==> config.mk <==
export PLATFORM = sky130hd
export DESIGN_NAME = spi_regwr_rx
export DESIGN_NICKNAME = d
export VERILOG_FILES = /design/src/rtl/spi_rx_pkg.sv /design/src/rtl/spi_rx_sync.sv /design/src/rtl/spi_rx_deser.sv /design/src/rtl/spi_rx_mode.sv /design/src/rtl/spi_regwr_rx.sv
export SDC_FILE = /design/constraint.sdc
export NUM_CORES = 1
export LEC_CHECK = 0
export BUFFER_PORTS_ARGS = -buffer_cell sky130_fd_sc_hd__buf_2
export CELL_PAD_IN_SITES_DETAIL_PLACEMENT = 1
export CELL_PAD_IN_SITES_GLOBAL_PLACEMENT = 2
export CORE_UTILIZATION = 38
export CTS_CLUSTER_DIAMETER = 100
export DETAILED_ROUTE_END_ITERATION = 6
export GPL_TIMING_DRIVEN = 1
export PLACE_DENSITY = 0.78
export SLEW_MARGIN = 20
export SYNTH_ARGS = -nofsm -noshare
export SYNTH_HDL_FRONTEND = slang
export SYNTH_SLANG_ARGS = --single-unit
==> constraint.sdc <==
create_clock -name clk -period 2.7 [get_ports clk]
set_input_delay 0.405 -clock clk [delete_from_list [all_inputs] [get_ports clk]]
set_output_delay 0.405 -clock clk [all_outputs]
set_load 0.1 [all_outputs]
==> src/rtl/spi_rx_pkg.sv <==
package spi_rx_pkg;

  // Frame format held by the format register and captured per frame.
  typedef struct packed {
    logic addr_wide;   // 8-bit address field instead of 4-bit
    logic ascending;   // burst addresses count up
    logic lsb_first;   // fields arrive least significant bit first
  } spi_fmt_t;

  localparam spi_fmt_t FMT_RESET = '0;

  // Positions of the enable bits inside the decoded (mirror-checked) nibble.
  localparam int EFF_SOFT = 0;
  localparam int EFF_LSB  = 1;
  localparam int EFF_ASC  = 2;
  localparam int EFF_WIDE = 3;

endpackage

==> src/rtl/spi_rx_sync.sv <==
module spi_rx_sync #(
  parameter int             W       = 3,
  parameter int             STAGES  = 2,
  parameter logic [W-1:0]   RST_VAL = '0
) (
  input  logic         clk,
  input  logic         rst_n,
  input  logic [W-1:0] d,
  output logic [W-1:0] q
);

  logic [W-1:0] stg [STAGES];

  for (genvar g = 0; g < STAGES; g++) begin : g_stage
    if (g == 0) begin : g_first
      always_ff @(posedge clk or negedge rst_n) begin
        if (!rst_n) stg[g] <= RST_VAL;
        else        stg[g] <= d;
      end
    end else begin : g_next
      always_ff @(posedge clk or negedge rst_n) begin
        if (!rst_n) stg[g] <= RST_VAL;
        else        stg[g] <= stg[g-1];
      end
    end
  end

  assign q = stg[STAGES-1];

endmodule

==> src/rtl/spi_rx_deser.sv <==
module spi_rx_deser
  import spi_rx_pkg::*;
#(
  parameter int ADDR_W_MIN = 4,
  parameter int ADDR_W_MAX = 8,
  parameter int DATA_W     = 8
) (
  input  logic                  clk,
  input  logic                  rst_n,
  input  logic                  frame_start,
  input  logic                  frame_stop,
  input  logic                  bit_stb,
  input  logic                  bit_val,
  input  spi_fmt_t              fmt_in,
  output logic                  byte_vld,
  output logic [ADDR_W_MAX-1:0] byte_addr,
  output logic [DATA_W-1:0]     byte_data
);

  localparam int FLD_W = (ADDR_W_MAX > DATA_W) ? ADDR_W_MAX : DATA_W;
  localparam int CNT_W = $clog2(FLD_W);
  localparam logic [CNT_W-1:0] LAST_NARROW = CNT_W'(ADDR_W_MIN - 1);
  localparam logic [CNT_W-1:0] LAST_WIDE   = CNT_W'(ADDR_W_MAX - 1);
  localparam logic [CNT_W-1:0] LAST_DATA   = CNT_W'(DATA_W - 1);
  localparam logic [ADDR_W_MAX-1:0] MASK_NARROW = ADDR_W_MAX'((1 << ADDR_W_MIN) - 1);
  localparam logic [ADDR_W_MAX-1:0] ONE_ADDR    = ADDR_W_MAX'(1);

  spi_fmt_t              fmt_q;
  logic                  active;
  logic                  in_data;
  logic [CNT_W-1:0]      cnt;
  logic [FLD_W-1:0]      fld;
  logic [ADDR_W_MAX-1:0] cur_addr;

  logic [CNT_W-1:0]      last_idx;
  logic [CNT_W-1:0]      pos;
  logic [FLD_W-1:0]      fld_nxt;
  logic                  field_done;
  logic [ADDR_W_MAX-1:0] amask;
  logic [ADDR_W_MAX-1:0] addr_step;

  always_comb begin
    if (in_data)              last_idx = LAST_DATA;
    else if (fmt_q.addr_wide) last_idx = LAST_WIDE;
    else                      last_idx = LAST_NARROW;
    pos          = fmt_q.lsb_first ? cnt : (last_idx - cnt);
    fld_nxt      = fld;
    fld_nxt[pos] = bit_val;
    field_done   = (cnt == last_idx);
    amask        = fmt_q.addr_wide ? '1 : MASK_NARROW;
    addr_step    = (fmt_q.ascending ? (cur_addr + ONE_ADDR) : (cur_addr - ONE_ADDR)) & amask;
  end

  always_ff @(posedge clk or negedge rst_n) begin
    if (!rst_n) begin
      fmt_q     <= FMT_RESET;
      active    <= 1'b0;
      in_data   <= 1'b0;
      cnt       <= '0;
      fld       <= '0;
      cur_addr  <= '0;
      byte_vld  <= 1'b0;
      byte_addr <= '0;
      byte_data <= '0;
    end else begin
      byte_vld <= 1'b0;
      if (frame_start) begin
        fmt_q   <= fmt_in;
        active  <= 1'b1;
        in_data <= 1'b0;
        cnt     <= '0;
        fld     <= '0;
      end else if (frame_stop) begin
        active <= 1'b0;
        cnt    <= '0;
        fld    <= '0;
      end else if (bit_stb && active) begin
        if (field_done) begin
          cnt <= '0;
          fld <= '0;
          if (!in_data) begin
            cur_addr <= fld_nxt[ADDR_W_MAX-1:0];
            in_data  <= 1'b1;
          end else begin
            byte_vld  <= 1'b1;
            byte_addr <= cur_addr;
            byte_data <= fld_nxt[DATA_W-1:0];
            cur_addr  <= addr_step;
          end
        end else begin
          cnt <= cnt + CNT_W'(1);
          fld <= fld_nxt;
        end
      end
    end
  end

endmodule

==> src/rtl/spi_rx_mode.sv <==
module spi_rx_mode
  import spi_rx_pkg::*;
#(
  parameter int ADDR_W    = 8,
  parameter int DATA_W    = 8,
  parameter int MODE_ADDR = 1
) (
  input  logic              clk,
  input  logic              rst_n,
  input  logic              wr_fire,
  input  logic [ADDR_W-1:0] wr_addr,
  input  logic [DATA_W-1:0] wr_data,
  output spi_fmt_t          fmt,
  output logic              soft_rst
);

  localparam int HALF_W = DATA_W / 2;

  logic [HALF_W-1:0] eff;
  logic              hit;

  for (genvar i = 0; i < HALF_W; i++) begin : g_mirror
    assign eff[i] = wr_data[i] & wr_data[DATA_W-1-i];
  end

  assign hit      = wr_fire && (wr_addr == ADDR_W'(MODE_ADDR));
  assign soft_rst = hit && eff[EFF_SOFT];

  always_ff @(posedge clk or negedge rst_n) begin
    if (!rst_n) begin
      fmt <= FMT_RESET;
    end else if (soft_rst) begin
      fmt <= FMT_RESET;
    end else if (hit) begin
      fmt.addr_wide <= eff[EFF_WIDE];
      fmt.ascending <= eff[EFF_ASC];
      fmt.lsb_first <= eff[EFF_LSB];
    end
  end

endmodule

==> src/rtl/spi_regwr_rx.sv <==
module spi_regwr_rx
  import spi_rx_pkg::*;
#(
  parameter int ADDR_W_MIN  = 4,
  parameter int ADDR_W_MAX  = 8,
  parameter int DATA_W      = 8,
  parameter int SYNC_STAGES = 2,
  parameter int MODE_ADDR   = 1,
  parameter int LAST_ADDR   = 3
) (
  input  logic                  clk,
  input  logic                  rst_n,
  input  logic                  spi_cs_n,
  input  logic                  spi_sclk,
  input  logic                  spi_sdata,
  output logic                  wr_valid,
  output logic [ADDR_W_MAX-1:0] wr_addr,
  output logic [DATA_W-1:0]     wr_data,
  output logic                  frame_end,
  output logic                  soft_rst
);

  logic [2:0] pins_s;
  logic       cs_s, sclk_s, sdata_s;
  logic       cs_d, sclk_d;
  logic       bit_stb, frame_start, frame_stop;
  logic       byte_vld;
  logic [ADDR_W_MAX-1:0] byte_addr;
  logic [DATA_W-1:0]     byte_data;
  spi_fmt_t   fmt;

  spi_rx_sync #(
    .W       (3),
    .STAGES  (SYNC_STAGES),
    .RST_VAL (3'b100)
  ) u_sync (
    .clk   (clk),
    .rst_n (rst_n),
    .d     ({spi_cs_n, spi_sclk, spi_sdata}),
    .q     (pins_s)
  );

  assign {cs_s, sclk_s, sdata_s} = pins_s;

  always_ff @(posedge clk or negedge rst_n) begin
    if (!rst_n) begin
      cs_d      <= 1'b1;
      sclk_d    <= 1'b0;
      frame_end <= 1'b0;
    end else begin
      cs_d      <= cs_s;
      sclk_d    <= sclk_s;
      frame_end <= frame_stop;
    end
  end

  assign bit_stb     = sclk_s & ~sclk_d & ~cs_s;
  assign frame_start = ~cs_s & cs_d;
  assign frame_stop  = cs_s & ~cs_d;

  spi_rx_deser #(
    .ADDR_W_MIN (ADDR_W_MIN),
    .ADDR_W_MAX (ADDR_W_MAX),
    .DATA_W     (DATA_W)
  ) u_deser (
    .clk         (clk),
    .rst_n       (rst_n),
    .frame_start (frame_start),
    .frame_stop  (frame_stop),
    .bit_stb     (bit_stb),
    .bit_val     (sdata_s),
    .fmt_in      (fmt),
    .byte_vld    (byte_vld),
    .byte_addr   (byte_addr),
    .byte_data   (byte_data)
  );

  assign wr_valid = byte_vld && (byte_addr <= ADDR_W_MAX'(LAST_ADDR));
  assign wr_addr  = byte_addr;
  assign wr_data  = byte_data;

  spi_rx_mode #(
    .ADDR_W    (ADDR_W_MAX),
    .DATA_W    (DATA_W),
    .MODE_ADDR (MODE_ADDR)
  ) u_mode (
    .clk      (clk),
    .rst_n    (rst_n),
    .wr_fire  (wr_valid),
    .wr_addr  (byte_addr),
    .wr_data  (byte_data),
    .fmt      (fmt),
    .soft_rst (soft_rst)
  );

endmodule

==> impl_metrics.json <==
{
  "maxCapViolCount": 0,
  "die_height_um": 87.9,
  "drive_gt1_frac": 0.211,
  "holdCritPathClass": "input pin to asynchronous set/reset pin",
  "detail_route.first_pass.iterations": 4,
  "grt_first_pass_wirelength_mm": 11.5,
  "floorplan.io_pins": 24,
  "post-route-drc-count": 0,
  "min_period_ps": 2520,
  "maximum_frequency_from_static_timing_analysis_mhz": 397,
  "tritoncts.num_buffers": 5,
  "start_util": 0.404,
  "tritoncts": "done",
  "synth_cell_types": 61,
  "syn2layout_area_growth_pct": 11.3,
  "finish.utilization": 0.449,
  "route.vias.total": 2186,
  "finish.net_count": 317,
  "avgRoutedWirePerCell_um": 17.1,
  "hold_violations": 0,
  "hpwlAfterDp_mm": 5.12,
  "antenna-diode-count": 0,
  "synth.largest_area_cell": "sky130_fd_sc_hd__dfrtp_1",
  "num-fill-cells": 806,
  "synth_fp_nets": 297,
  "tritoncts_num_sinks": 53,
  "static-leakage-power_nw": 1.51,
  "insertion_delay_ps": 310,
  "dpl_worst_slack_ps": 339,
  "clock_tree.root_cell": "sky130_fd_sc_hd__clkbuf_8",
  "cts_repair_resize_count": 1,
  "r2r-start": "cs_d$_DFF_PN1_",
  "post_synth.cell_area_avg_sq_um": 9.94,
  "synth-main-ff-cell": "sky130_fd_sc_hd__dfrtp_1",
  "routabilityCongestion": 0.745,
  "internal-power_mw": 1.23,
  "ys_seq_area_frac": 0.474,
  "grt_pass1_vias": 2207,
  "cp_class": "flip-flop to primary output",
  "power.switching_fraction": 0.308,
  "postSynth.asyncResetShare": 1.00,
  "critical_path_required_ps": 2300,
  "cts.repair_timing.setup_buffer_count": 0,
  "number_of_enable_flip_flop_cells_after_synthesis": 0,
  "grt_start_max_net_pins": 37,
  "post_synth_inst_count": 282,
  "placement_rows": 30,
  "htree_num_levels": 2,
  "rsz0062_at_grt": "false",
  "cts-root-to-sink-buffers": 2,
  "core_area_sq_um": 6940,
  "worst_ir_drop_vdd_uv": 200,
  "timing.critical_path.arrival_ps": 2110,
  "max_slew.worst_pin.slew_ps": 725,
  "groute.usage.overall": 0.199,
  "sequentialPowerShare": 0.512,
  "power_frac_comb": 0.209,
  "status": "complete, no violations",
  "antenna_found_initial": 0,
  "power.total_mw": 1.77,
  "cell_area_after_synthesis_sq_um": 2800,
  "type_of_element_capturing_the_critical_path": "primary output",
  "critical_path_peak_fanout": 4,
  "dieArea_sq_um": 7730,
  "dpl.cell_count": 391,
  "final_critical_path_setup_slack_ps": 182,
  "finish.cell_count_without_fillers": 399,
  "power.density_cell_area_nw_per_um2": 568,
  "avgViaCountPerCell": 5.48,
  "total_switching_power_mw": 0.545,
  "fin_skew_ps": 11.6,
  "synthesis.yosys.warnings": 0,
  "final.period_utilization": 0.933,
  "grt.overflow.total": 0,
  "share_clk_of_total_power": 0.278,
  "clock_transition_at_the_register_clock_pins_on_the_worst_setup_and_hold_paths_after_cts_ps": 100,
  "drt-initial-drc-count": 141,
  "setup.worst_path.start_class": "flip-flop",
  "synth.top_cell.area_share": 0.446,
  "timing.max_slew.rel_slack": 0.516,
  "synth_register_bits": 53,
  "place.port_buffers": 23,
  "floorplan.die.width_um": 87.9,
  "synth_top_cells_by_area": "sky130_fd_sc_hd__dfrtp_1 45%, sky130_fd_sc_hd__nand2_1 7.4%, sky130_fd_sc_hd__ha_1 4.0%, sky130_fd_sc_hd__o21ai_0 3.9%, sky130_fd_sc_hd__dfstp_2 2.8%",
  "cts_hold_repair.buffers": 0,
  "drtAntennaViolNets": 0,
  "timing_max_transition_violations_final": 0,
  "worst_hold_slack_ps": 5.98,
  "setup_viol": 0,
  "worstSetupStartpoint": "u_deser.byte_addr[3]$_DFFE_PN0P_",
  "wl_mm": 6.82
}
-- cell usage after synthesis, drive strengths merged (4+ instances only) --
master,instances
nor4,4
nor2,14
xor2,5
mux2i,4
mux2,7
buf,13
ha,9
inv,6
dfrtp,50
a211oi,4
and3,4
a21oi,6
a21o,4
nand2,55
nor3,6
o21ai,26
-- cells in the final DEF, fill, tap and decap left out, types with 3 or more instances in the layout --
master                      n
sky130_fd_sc_hd__nand2_1   55
sky130_fd_sc_hd__dfrtp_1   46
sky130_fd_sc_hd__o21ai_0   22
sky130_fd_sc_hd__buf_2     22
sky130_fd_sc_hd__nor2_1    12
sky130_fd_sc_hd__ha_1       9
sky130_fd_sc_hd__mux2_2     7
sky130_fd_sc_hd__clkbuf_8   7
sky130_fd_sc_hd__buf_4      7
sky130_fd_sc_hd__inv_1      6
sky130_fd_sc_hd__a21oi_1    6
sky130_fd_sc_hd__nor3_1     5
sky130_fd_sc_hd__nor4_1     4
sky130_fd_sc_hd__o21ai_1    4
sky130_fd_sc_hd__a211oi_1   4
sky130_fd_sc_hd__xor2_1     4
sky130_fd_sc_hd__a21o_1     4
sky130_fd_sc_hd__and3_1     4
sky130_fd_sc_hd__mux2i_1    4
sky130_fd_sc_hd__nand3b_1   3
sky130_fd_sc_hd__nand3_1    3
sky130_fd_sc_hd__or2_1      3
sky130_fd_sc_hd__o31ai_1    3
sky130_fd_sc_hd__o22ai_1    3
sky130_fd_sc_hd__o21bai_1   3
sky130_fd_sc_hd__dfstp_2    3
-- cell type report --
class	count	area, sq um	area share
timing repair buffer	29	163	0.0521
sequential	53	1340	0.429
inverter	6	22.5	0.00722
clock inverter	1	5.00	0.00160
clock buffer	7	96.3	0.0309
tap	96	120	0.0385
multi-input combinational	207	1370	0.440
-- cell families (layout without fill, tap and decap cells) --
| logic type | count (synthesis) | in the layout | share of synthesized area |
|---|---|---|---|
| simple gates | 107 | 107 | 0.188 |
| compound gates | 72 | 72 | 0.178 |
| flops | 53 | 53 | 0.474 |
| buf+inv | 22 | 43 | 0.0424 |
| mux | 11 | 11 | 0.0424 |
| fa+ha+maj | 10 | 10 | 0.0473 |
| xor+xnor | 7 | 7 | 0.0272 |
-- power by group through the flow --
stage                     sequential (mW)  combinational (mW)  clock (mW)
final                               0.907               0.371       0.493
after global routing                0.917               0.417       0.546
after CTS                           0.907               0.378       0.512
after detailed placement            0.922               0.377           0
after global placement              0.919               0.370           0
after floorplan                     0.889               0.304           0
-- final timing paths --
check | to | slack [ps] | cells past startpoint
max reg2reg | u_deser.byte_data[3]$_DFFE_PN0P_ | 520 | 7
max in group asynchronous | u_sync.stg[5]$_DFF_PN1_ | 1860 | 2
min | frame_end$_DFF_PN0_ | 6 | 1
max | soft_rst | 180 | 6
min reg2reg | u_sync.q[0]$_DFF_PN0_ | 350 | 0
min in group clk | u_sync.stg[5]$_DFF_PN1_ | 200 | 1
-- layer usage --
metal,part of all wire,GRT usage,vias up
li1,-,-,1045
met5,0,0,-
met4,0.011,0.0492,0
met3,0.030,0.0320,6
met1,0.51,0.288,1103
met2,0.45,0.312,32
-- sequential cells by signal, indices dropped and copies added, names as in the netlist, 3 cells and up --
| name | flops |
|---|---|
| u_deser.cnt | 3 |
| u_sync.stg | 3 |
| u_mode.fmt | 3 |
| u_deser.byte_addr | 8 |
| u_deser.byte_data | 8 |
| u_deser.fld | 8 |
| u_sync.q | 3 |
| u_deser.fmt_q | 3 |
| u_deser.cur_addr | 8 |
-- metrics by stage --
step	TNS, ps	area (sq um)
5_1_grt	0	3120
2_1_floorplan	-439	2830
3_3_place_gp	0	3020
3_5_place_dp	0	3020
6_report	0	3120
4_1_cts	0	3120
-- worst max-delay path, stage by stage, from the launching register on --
cell and delay [ps]:
sky130_fd_sc_hd__dfrtp_4 490, sky130_fd_sc_hd__nor4_1 300, sky130_fd_sc_hd__nand2_1 140, sky130_fd_sc_hd__nor3_4 180
sky130_fd_sc_hd__nand3b_1 250, sky130_fd_sc_hd__nor2_4 150, sky130_fd_sc_hd__buf_4 300
Power figures use the tool's default switching activity.
